## src/rtl/i2c_evt_pkg.sv

```systemverilog
package i2c_evt_pkg;
  localparam int unsigned NUM_EVT  = 7;
  localparam int unsigned DATA_W   = 16;
  localparam int unsigned ADDR_W   = 2;
  localparam int unsigned CODE_W   = $clog2(NUM_EVT + 1);
  localparam int unsigned BUSY_BIT = 12;
  localparam int unsigned RSF_BIT  = 11;

  localparam logic [ADDR_W-1:0] ADDR_STATUS = 2'd0;
  localparam logic [ADDR_W-1:0] ADDR_MASK   = 2'd1;
  localparam logic [ADDR_W-1:0] ADDR_VECTOR = 2'd2;

  // flags the host may clear by writing one: access ready, stop detected
  localparam logic [NUM_EVT-1:0] W1C_BITS = 7'b010_0100;
endpackage

```

## src/rtl/evt_flag_bank.sv

```systemverilog
module evt_flag_bank #(
  parameter int unsigned N = 7
) (
  input  logic         clk_i,
  input  logic         rst_ni,
  input  logic [N-1:0] set_i,
  input  logic [N-1:0] clr_i,
  output logic [N-1:0] flags_o
);
  for (genvar g = 0; g < N; g++) begin : g_flag
    always_ff @(posedge clk_i or negedge rst_ni) begin
      if (!rst_ni)          flags_o[g] <= 1'b0;
      else if (set_i[g])    flags_o[g] <= 1'b1;  // set beats clear
      else if (clr_i[g])    flags_o[g] <= 1'b0;
    end
  end
endmodule

```

## src/rtl/evt_prio_enc.sv

```systemverilog
module evt_prio_enc #(
  parameter int unsigned N  = 7,
  parameter int unsigned CW = 3
) (
  input  logic [N-1:0]  req_i,
  output logic [CW-1:0] code_o,
  output logic [N-1:0]  onehot_o
);
  always_comb begin
    code_o   = '0;
    onehot_o = '0;
    for (int i = N - 1; i >= 0; i--) begin
      if (req_i[i]) begin
        code_o   = CW'(i + 1);
        onehot_o = '0;
        onehot_o[i] = 1'b1;
      end
    end
  end
endmodule

```

## src/rtl/evt_reg_port.sv

```systemverilog
module evt_reg_port
  import i2c_evt_pkg::*;
(
  input  logic               clk_i,
  input  logic               rst_ni,
  input  logic               req_i,
  input  logic               we_i,
  input  logic [ADDR_W-1:0]  addr_i,
  input  logic [DATA_W-1:0]  wdata_i,
  input  logic [NUM_EVT-1:0] flags_i,
  input  logic [CODE_W-1:0]  code_i,
  input  logic [NUM_EVT-1:0] win_i,
  input  logic               bus_busy_i,
  input  logic               rx_shift_full_i,
  output logic [NUM_EVT-1:0] mask_o,
  output logic [NUM_EVT-1:0] clr_o,
  output logic [DATA_W-1:0]  rdata_o
);
  logic wr_st, wr_mask, rd_vec;

  assign wr_st   = req_i &  we_i & (addr_i == ADDR_STATUS);
  assign wr_mask = req_i &  we_i & (addr_i == ADDR_MASK);
  assign rd_vec  = req_i & ~we_i & (addr_i == ADDR_VECTOR);

  always_ff @(posedge clk_i or negedge rst_ni) begin
    if (!rst_ni)      mask_o <= '0;
    else if (wr_mask) mask_o <= wdata_i[NUM_EVT-1:0];
  end

  always_comb begin
    clr_o = '0;
    if (wr_st)  clr_o = clr_o | (wdata_i[NUM_EVT-1:0] & W1C_BITS);
    if (rd_vec) clr_o = clr_o | win_i;
  end

  always_comb begin
    rdata_o = '0;
    if (req_i && !we_i) begin
      unique case (addr_i)
        ADDR_STATUS: begin
          rdata_o[NUM_EVT-1:0] = flags_i;
          rdata_o[BUSY_BIT]    = bus_busy_i;
          rdata_o[RSF_BIT]     = rx_shift_full_i;
        end
        ADDR_MASK:   rdata_o[NUM_EVT-1:0] = mask_o;
        ADDR_VECTOR: rdata_o[CODE_W-1:0]  = code_i;
        default:     rdata_o = '0;
      endcase
    end
  end
endmodule

```

## src/rtl/i2c_evt_vector.sv

```systemverilog
module i2c_evt_vector
  import i2c_evt_pkg::*;
(
  input  logic               clk_i,
  input  logic               rst_ni,
  input  logic [NUM_EVT-1:0] evt_i,
  input  logic               bus_busy_i,
  input  logic               rx_shift_full_i,
  input  logic               req_i,
  input  logic               we_i,
  input  logic [ADDR_W-1:0]  addr_i,
  input  logic [DATA_W-1:0]  wdata_i,
  output logic [DATA_W-1:0]  rdata_o,
  output logic               irq_o
);
  logic [NUM_EVT-1:0] flags_q, mask_q, clr, pend, win;
  logic [CODE_W-1:0]  code;

  evt_flag_bank #(.N(NUM_EVT)) u_flags (
    .clk_i   (clk_i),
    .rst_ni  (rst_ni),
    .set_i   (evt_i),
    .clr_i   (clr),
    .flags_o (flags_q)
  );

  assign pend = flags_q & mask_q;

  evt_prio_enc #(.N(NUM_EVT), .CW(CODE_W)) u_prio (
    .req_i    (pend),
    .code_o   (code),
    .onehot_o (win)
  );

  evt_reg_port u_regs (
    .clk_i           (clk_i),
    .rst_ni          (rst_ni),
    .req_i           (req_i),
    .we_i            (we_i),
    .addr_i          (addr_i),
    .wdata_i         (wdata_i),
    .flags_i         (flags_q),
    .code_i          (code),
    .win_i           (win),
    .bus_busy_i      (bus_busy_i),
    .rx_shift_full_i (rx_shift_full_i),
    .mask_o          (mask_q),
    .clr_o           (clr),
    .rdata_o         (rdata_o)
  );

  assign irq_o = |pend;
endmodule

```

## config.mk

```make
export PLATFORM = sky130hd
export DESIGN_NAME = i2c_evt_vector
export DESIGN_NICKNAME = d
export VERILOG_FILES = /design/src/rtl/i2c_evt_pkg.sv /design/src/rtl/evt_flag_bank.sv /design/src/rtl/evt_prio_enc.sv /design/src/rtl/evt_reg_port.sv /design/src/rtl/i2c_evt_vector.sv
export SDC_FILE = /design/constraint.sdc
export NUM_CORES = 1
export LEC_CHECK = 0
export ABC_AREA = 1
export BUFFER_PORTS_ARGS = -buffer_cell sky130_fd_sc_hd__buf_2
export CAP_MARGIN = 20
export CORE_UTILIZATION = 40
export CTS_CLUSTER_SIZE = 12
export DETAILED_ROUTE_END_ITERATION = 10
export GPL_TIMING_DRIVEN = 1
export PLACE_DENSITY_LB_ADDON = 0.2
export SLEW_MARGIN = 10
export SYNTH_ARGS = -nofsm -noshare
export SYNTH_HDL_FRONTEND = slang
export SYNTH_SLANG_ARGS = --single-unit
```

## constraint.sdc

```tcl
create_clock -name clk_i -period 1.25 [get_ports clk_i]
set_clock_uncertainty 0.15 [all_clocks]
set_input_delay 0.0625 -clock clk_i [delete_from_list [all_inputs] [get_ports clk_i]]
set_output_delay 0.0625 -clock clk_i [all_outputs]
set_load 0.01 [all_outputs]
```

Yosys cells after proc, flatten, opt, wreduce, memory -nomap -nowiden
Cells that the tools add are included.
Cells by class
  bitwise operators: 8
  mux-type cells: 34
  reductions and logical operators: 11
  equal/unequal tests: 2
Operators by type and width (number)
  7-bit two-way mux: 8
  3-bit two-way mux: 7
  1-bit two-way mux: 14
  2-bit nonzero test: 7
  13-bit two-way mux: 1
  3-bit one-hot mux with 3 select lines: 1
  4-bit one-hot mux with 2 select lines: 1
  7-bit AND: 1
  7-bit OR: 1
  7-bit OR reduction: 1
  6-bit two-way mux: 1
  1-bit AND: 5
  2-bit by 1-bit equality test with 1-bit output, second input constant: 1
  2-bit equality test, second input constant: 1
  2-bit logical NOT: 1
  2-bit two-way mux: 1
  1-bit logical AND: 1
  1-bit logical NOT: 1
  1-bit inverter: 1
Word-level totals
  input bits: 31
  output and inout port bits: 17
  logic and storage cells: 63
  register bits after elaboration: 14

Depth between registers and ports, before layout
Gate-level depths: netlist of run 1.
  word-level depth: 12
  depth in mapped cells: 7
  gate-level depth less buffers: 7

By module
From an unflattened synthesis of run 1, not the netlist that was laid out.
Unflattened totals
  cell total of the unflattened synthesis: 186
  area, all modules: 1113.6 sq um
By module, submodules not included
  evt_reg_port: seq. area each 175.2 sq um, area each 601.8 sq um, cells each 100, instances 1
  evt_flag_bank: seq. area each 175.2 sq um, area each 280.3 sq um, cells each 35, instances 1
  evt_prio_enc: seq. area each 0.0 sq um, area each 156.4 sq um, cells each 31, instances 1
  i2c_evt_vector: seq. area each 0.0 sq um, area each 75.1 sq um, cells each 20, instances 1

Worst setup path before layout of run 1
OpenSTA, ideal clock, no wires.
  path type: reg-to-output
  start: reg u_regs.mask_o[0]
  end: out rdata_o[2]
  required time: 1038 ps
  stages on the path, launching flop included: 6
  path buffers: 0
  arrival: 1053 ps
  path slack: -16 ps
  cell sequence: dfrtp_1 > nand2_1 > inv_1 > nor2_2 > nand3_1 > a21oi_1
On the way
  word-level cells in the longest chain between the ends: 4
RTL lines
  start: declaration: line evt_reg_port.sv:15  | output logic [NUM_EVT-1:0] mask_o,
  start signal: assignment: line evt_reg_port.sv:27  | else if (wr_mask) mask_o <= wdata_i[NUM_EVT-1:0];
  7-bit AND: line i2c_evt_vector.sv:27  | assign pend = flags_q & mask_q;
  3-bit two-way mux: line evt_prio_enc.sv:13  | if (req_i[i]) begin
  3-bit one-hot mux with 3 select lines: line evt_reg_port.sv:39  | unique case (addr_i)
  13-bit two-way mux: line evt_reg_port.sv:38  | if (req_i && !we_i) begin
  end: declaration: line i2c_evt_vector.sv:13  | output logic [DATA_W-1:0] rdata_o,
Every way passes these cells.

Worst setup path after layout of run 1
  start: reg u_flags.flags_o[2]
  end: out rdata_o[2]
On the way
  word-level cells in the longest chain between the ends: 6
RTL lines
  start: declaration: line evt_flag_bank.sv:8  | output logic [N-1:0] flags_o
  start signal: indexed assignment: line evt_flag_bank.sv:12  | if (!rst_ni) flags_o[g] <= 1'b0;
  start signal: indexed assignment: line evt_flag_bank.sv:13  | else if (set_i[g]) flags_o[g] <= 1'b1;
  start signal: indexed assignment: line evt_flag_bank.sv:14  | else if (clr_i[g]) flags_o[g] <= 1'b0;
  7-bit AND: line i2c_evt_vector.sv:27
  3-bit two-way mux (3 in a row): line evt_prio_enc.sv:13
  3-bit one-hot mux with 3 select lines (*): line evt_reg_port.sv:39
  13-bit two-way mux (*): line evt_reg_port.sv:38
Every way passes the cells marked *; elsewhere a longest branch is shown, timed or not.

==> impl_metrics.tcl, run 1 <==
set metrics [dict create \
    ys_seq_elements 14 \
    power_density_nw_per_um2 1000 \
    gpl.final_weighted_congestion 0.783 \
    synthToLayoutAreaGrowth_pct 73.2 \
    drt-total-wl_mm 2.96 \
    async_reset_ff_share_pct 100 \
    setup_violations 12 \
    die_y_um 51.2 \
    ctsHtreeMaxLevel 1 \
    postPlaceCellArea_um2 1260 \
    clockPowerShare_pct 20.7 \
    die-area_um2 2630 \
    synth_edf_count 0 \
    drc_errors 0 \
    criticalPathCategory "reg2out" \
    drt-pass1-iter-count 4 \
    fmax_ghz 0.626 \
    cp-end-kind "output pin" \
    cts_buffer_depth 2 \
    peakVddDrop_v 0.000844 \
    portBuffers 31 \
    clockRootBuffer "clkbuf_4" \
    hp-class "in2async" \
    drt_iter0_markers 32 \
    overflow 0 \
    grt_pass1_vias 1054 \
    nNetsFinal 246 \
    core_um2 2250 \
    die_width_um 51.2 \
    cts.sinks 14 \
    fin_setup_tns_ns -2.14 \
    grt_max_degree 15 \
    synth_top_flop_cell "dfrtp_1" \
    post-route-period-util_pct 128 \
    fin_util_pct 74.5 \
    combPwrFrac_pct 46.8 \
    yosysTopAreaCell "dfrtp_1" \
    start_util_pct 43.0 \
    synth_cells 135 \
    finalInstanceArea_um2 1680 \
    clock_latency_ns 0.29 \
    vias_per_cell 4.76 \
    fill_cells 167 \
    intPower_mw 1.11 \
    netlist_area_um2 970 \
    status "finished, violations left" \
    synthTopCellsByCount "nand2_1 (46), inv_1 (20), dfrtp_1 (14)" \
    drv_cap 0 \
    fin_ws_ns -0.347 \
    hold_slack_ns 0.0414 \
    dp_hpwl_mm 1.87 \
    ios 48 \
    cts.clk_slew.worst_paths_ns 0.09 \
    finalMaxSlewViolations 0 \
    cts_buffers 3 \
    antenna_found_initial 0 \
    syn_avg_cell_area_um2 7.18 \
    p_seq_share_pct 32.6 \
    sw_frac_of_total_pct 34.3 \
    violations "negative setup slack" \
    stdcell_count 242 \
    rsz0062_at_grt "true" \
    critical_path.max_fanout 3 \
    vias 1153 \
    p_switching_mw 0.577 \
    tritoncts "yes" \
    ys_seq_area_share_pct 36.1 \
    cp.required_ns 1.04 \
    pre_cts_slack_ns -0.115 \
    start_kind "flop" \
    yosysMostFrequentCell "nand2_1" \
    leakage_nw 0.905 \
    yosysUniqueCellTypes 18 \
    period_minus_slack_ns 1.60 \
    yosys_warnings 0 \
    worstPathArrival_ns 1.38 \
    grt_usage_pct 24.3 \
    wl_per_cell_um 12.2 \
    totalPowerFinal_mw 1.68 \
    grt_pass1_wl_mm 4.56 \
    drive_gt1_share_pct 49.1 \
    place_inst 210 \
    drtAntennaViolNets 0 \
    hold_viol 0 \
    netlist.area_leader.share_pct 36.1 \
    diodes 0 \
    row_count 17 \
    ys_top_cells_by_area "dfrtp_1 (36%), nand2_1 (18%), mux2_4 (9.3%)" \
]
[final timing paths]
kind                       slack [ns]  cells after the start                             end                            from
max                             -0.35                      6                      rdata_o[2]  u_flags.flags_o[2]$_DFFE_PN0P_
min                              0.04                      2  u_flags.flags_o[1]$_DFFE_PN0P_                          rst_ni
max reg2reg                     -0.15                      8  u_flags.flags_o[5]$_DFFE_PN0P_  u_flags.flags_o[2]$_DFFE_PN0P_
min reg2reg                      0.41                      2  u_flags.flags_o[6]$_DFFE_PN0P_  u_flags.flags_o[6]$_DFFE_PN0P_
max in group asynchronous        0.66                      2  u_flags.flags_o[3]$_DFFE_PN0P_                          rst_ni
min in group clk_i               0.06                      4  u_flags.flags_o[0]$_DFFE_PN0P_                           req_i
[logic make-up (layout without fill, tap and decap cells)]
family	count (synthesis)	after routing	synth area share, %
multiplexers	6	6	9.29
AO/OA/AOI/OAI	12	12	6.84
flip-flops	14	14	36.1
other	1	7	0.387
buffers and inverters	28	101	13.7
AND/OR/NAND/NOR	74	74	33.7
[worst max-delay path, cell delays in order, from the launching register on]
cell     delay, ns
dfrtp_1       0.40
nand2_2       0.11
nand2_2       0.09
nor2_4        0.14
nand3_2       0.10
a21oi_2       0.12
buf_2         0.13
[area by class of cell]
class	count	area (um^2)	share of cell area, %
Sequential cell	14	350	20.9
Inverter	20	75.1	4.47
Tap cell	28	35.0	2.09
Timing Repair Buffer	77	576	34.3
Multi-Input combinational cell	99	607	36.1
Clock buffer	4	36.3	2.16
[routing by layer]
metal / part of all wire (%) / global-route usage (%) / up-vias
li1: - / - / 574
met1: 43 / 30.5 / 523
met5: 0 / 0 / -
met3: 4.0 / 3.87 / 12
met2: 49 / 40.4 / 44
met4: 4.0 / 12.2 / 0
[flip-flops by register name, summed over array words and instances, names as in the netlist]
name and flops:
u_flags.flags_o 7, u_regs.mask_o 7
[timing repair]
| action | in CTS | in global routing |
|---|---|---|
| endpoints found under the setup margin | 10 | 12 |
| buffers inserted | 6 | 8 |
| hold endpoints to repair | 28 | 0 |
| resized for setup | 19 | 22 |
| pin swaps | 6 | 17 |
| hold buffers | 15 | 0 |
| gates cloned | 0 | 0 |
[power by group through the flow]
| stage | registers (mW) | logic, mW | clock network, mW |
|---|---|---|---|
| final | 0.548 | 0.787 | 0.348 |
| after global routing | 0.557 | 0.860 | 0.370 |
| after detailed placement | 0.544 | 0.510 | 0 |
| after CTS | 0.545 | 0.642 | 0.350 |
| after floorplan | 0.552 | 0.285 | 0 |
| after global placement | 0.541 | 0.490 | 0 |
[layout by cell type (no fill, tap or decap), drive strengths merged]
cell	n
nor2	11
conb	7
a31oi	1
nand3	9
nand2	48
dfrtp	14
nand4	6
clkbuf	4
inv	20
mux2	6
dlygate4sd3	15
a21oi	8
o21ai	1
a21o	2
buf	62
No activity file was read; power rests on OpenSTA's default activity.
==> run 2: changes to the inputs <==
--- a/config.mk
+++ b/config.mk
@@ -13,6 +13,7 @@
 export DETAILED_ROUTE_END_ITERATION = 10
 export GPL_TIMING_DRIVEN = 1
 export PLACE_DENSITY_LB_ADDON = 0.2
+export SKIP_LAST_GASP = 1
 export SLEW_MARGIN = 10
 export SYNTH_ARGS = -nofsm -noshare
 export SYNTH_HDL_FRONTEND = slang
==> run 2 against run 1 <==
  * The flow still finishes with violations (negative setup slack)
  * Hold slack about the same
  * Flip-flop and latch count unchanged
  * Via count rose by 2.3%
  * Utilization fell by 1.1 points
  * Power decreased by 0.79%
  * Sequential power about the same
  * Register-to-register slack about the same
  * Clock power barely moved
  * Global-route usage down 0.13 points
  * Worst setup slack got worse by 0.021 ns
  * Sequential share of layout area rose by 0.30 points
  * Cell count unchanged
  * Largest power group unchanged
  * Critical path type unchanged
==> impl_metrics.tcl, run 2 (same netlist as run 1, synthesis figures left out) <==
set metrics [dict create \
    vias 1179 \
    grt_max_degree 15 \
    setup_violations 12 \
    multi_input_area_um2 594 \
    start_kind "flop" \
    layout_common_cells "buf_2 (31), nand2_1 (28), buf_4 (24)" \
    final-seq-area_um2 350 \
    hold_viol 0 \
    start_util_pct 43.0 \
    critical_path.max_fanout 3 \
    criticalPathCategory "reg2out" \
    gpl.final_weighted_congestion 0.783 \
    clockRootBuffer "clkbuf_4" \
    rrSetupSlack_ns -0.14 \
    die-area_um2 2630 \
    status "finished, violations left" \
    nNetsFinal 246 \
    cts_buffer_depth 2 \
    synthToLayoutAreaGrowth_pct 70.7 \
    fin_ws_ns -0.368 \
    cts.clk_slew.worst_paths_ns 0.09 \
    ctsHtreeMaxLevel 1 \
    antenna_found_initial 0 \
    totalPowerFinal_mw 1.67 \
    grt_usage_pct 24.2 \
    fin_util_pct 73.4 \
    violations "negative setup slack" \
    fill_cells 172 \
    drc_errors 0 \
    post-route-period-util_pct 129 \
    dp_hpwl_mm 1.87 \
    layout_commonest_cell "buf_2" \
    tritoncts "yes" \
    wl_per_cell_um 12.8 \
    die_width_um 51.2 \
    fmax_ghz 0.618 \
    portBuffers 31 \
    die_y_um 51.2 \
    ios 48 \
    vias_per_cell 4.87 \
    rsz0062_at_grt "true" \
    drt-total-wl_mm 3.10 \
    drt_iter0_markers 41 \
    worstReg2RegStart "u_regs.mask_o[2]$_DFFE_PN0P_" \
    drtAntennaViolNets 0 \
    pre_cts_slack_ns -0.115 \
    cts_buffers 3 \
    hp-class "in2async" \
    core_um2 2250 \
    grt_pass1_vias 1049 \
    cts.sinks 14 \
    diodes 0 \
    r2r_cells 8 \
    row_count 17 \
    drive_gt1_share_pct 48.1 \
    peakVddDrop_v 0.000843 \
    leakage_nw 0.893 \
    overflow 0 \
    clock_latency_ns 0.29 \
    cp-end-kind "output pin" \
    reg_top3 "u_flags.flags_o: 7 flops, u_regs.mask_o: 7 flops" \
    place_inst 210 \
    drv_cap 0 \
    finalMaxSlewViolations 0 \
    postPlaceCellArea_um2 1260 \
    grt_pass1_wl_mm 4.53 \
    finalInstanceArea_um2 1660 \
    r2r-end "u_flags.flags_o[5]$_DFFE_PN0P_" \
    cp.required_ns 1.04 \
    worstPathArrival_ns 1.41 \
    power_density_nw_per_um2 1010 \
    period_minus_slack_ns 1.62 \
    stdcell_count 242 \
    drt-pass1-iter-count 4 \
]
-- run 2: cell counts in the layout (fill, tap and decap cells not counted) --
No cell type changed its count.
-- run 2: routing by layer --
layer / vias up / wire length, um / GRT usage (%)
met3: 9 / 178 / 3.87
met2: 57 / 1560 / 40.4
li1: 573 / - / -
met5: - / 0 / 0
met4: 0 / 93 / 12.2
met1: 540 / 1270 / 30.1
-- run 2: repair_timing --
| action | in CTS | in global routing |
|---|---|---|
| gates resized for setup | 18 | 17 |
| hold buffers | 15 | 0 |
| setup buffers | 6 | 8 |
| pin swaps | 5 | 17 |
| hold endpoints to repair | 28 | 0 |
| endpoints found under the setup margin | 10 | 12 |
-- run 2: critical path, stage by stage, from the launching register on --
cell     delay (ns)
dfrtp_1        0.43
nand2_2        0.10
nand2_2        0.06
inv_2          0.06
nand2_2        0.06
nand2_2        0.07
nand2_2        0.06
a21oi_2        0.14
buf_2          0.14
-- run 2: worst max-delay path by stage --
stage	start	end	slack, ns	cells after the start
global placement	u_regs.mask_o[2]$_DFFE_PN0P_	rdata_o[2]	-0.05	6
floorplan	u_regs.mask_o[0]$_DFFE_PN0P_	u_flags.flags_o[3]$_DFFE_PN0P_	0.006	5
CTS	u_regs.mask_o[1]$_DFFE_PN0P_	rdata_o[0]	-0.32	5
global route	u_flags.flags_o[4]$_DFFE_PN0P_	rdata_o[1]	-0.46	8
finish	u_flags.flags_o[4]$_DFFE_PN0P_	rdata_o[1]	-0.37	8
detailed placement	u_flags.flags_o[2]$_DFFE_PN0P_	rdata_o[2]	-0.11	6
-- run 2: layout make-up --
type | count | share of cell area, %
multi-input combinational | 99 | 35.9
sequential | 14 | 21.2
tap | 28 | 2.12
inverter | 20 | 4.54
clock buffer | 4 | 2.19
timing repair buffer | 77 | 34.1
-- run 2: power breakdown --
part | switching, mW | internal [mW] | total (mW)
clock | 0.171 | 0.178 | 0.349
combinational | 0.365 | 0.411 | 0.775
sequential | 0.0409 | 0.505 | 0.546
total | 0.577 | 1.09 | 1.67
-- run 2: stage by stage --
stage | hold WS [ns] | TNS (ns)
5_1_grt | 0.0580 | -2.88
3_5_place_dp | -0.165 | -0.473
2_1_floorplan | -0.383 | 0
6_report | 0.0413 | -2.10
4_1_cts | 0.0339 | -1.56
3_3_place_gp | -0.179 | -0.169
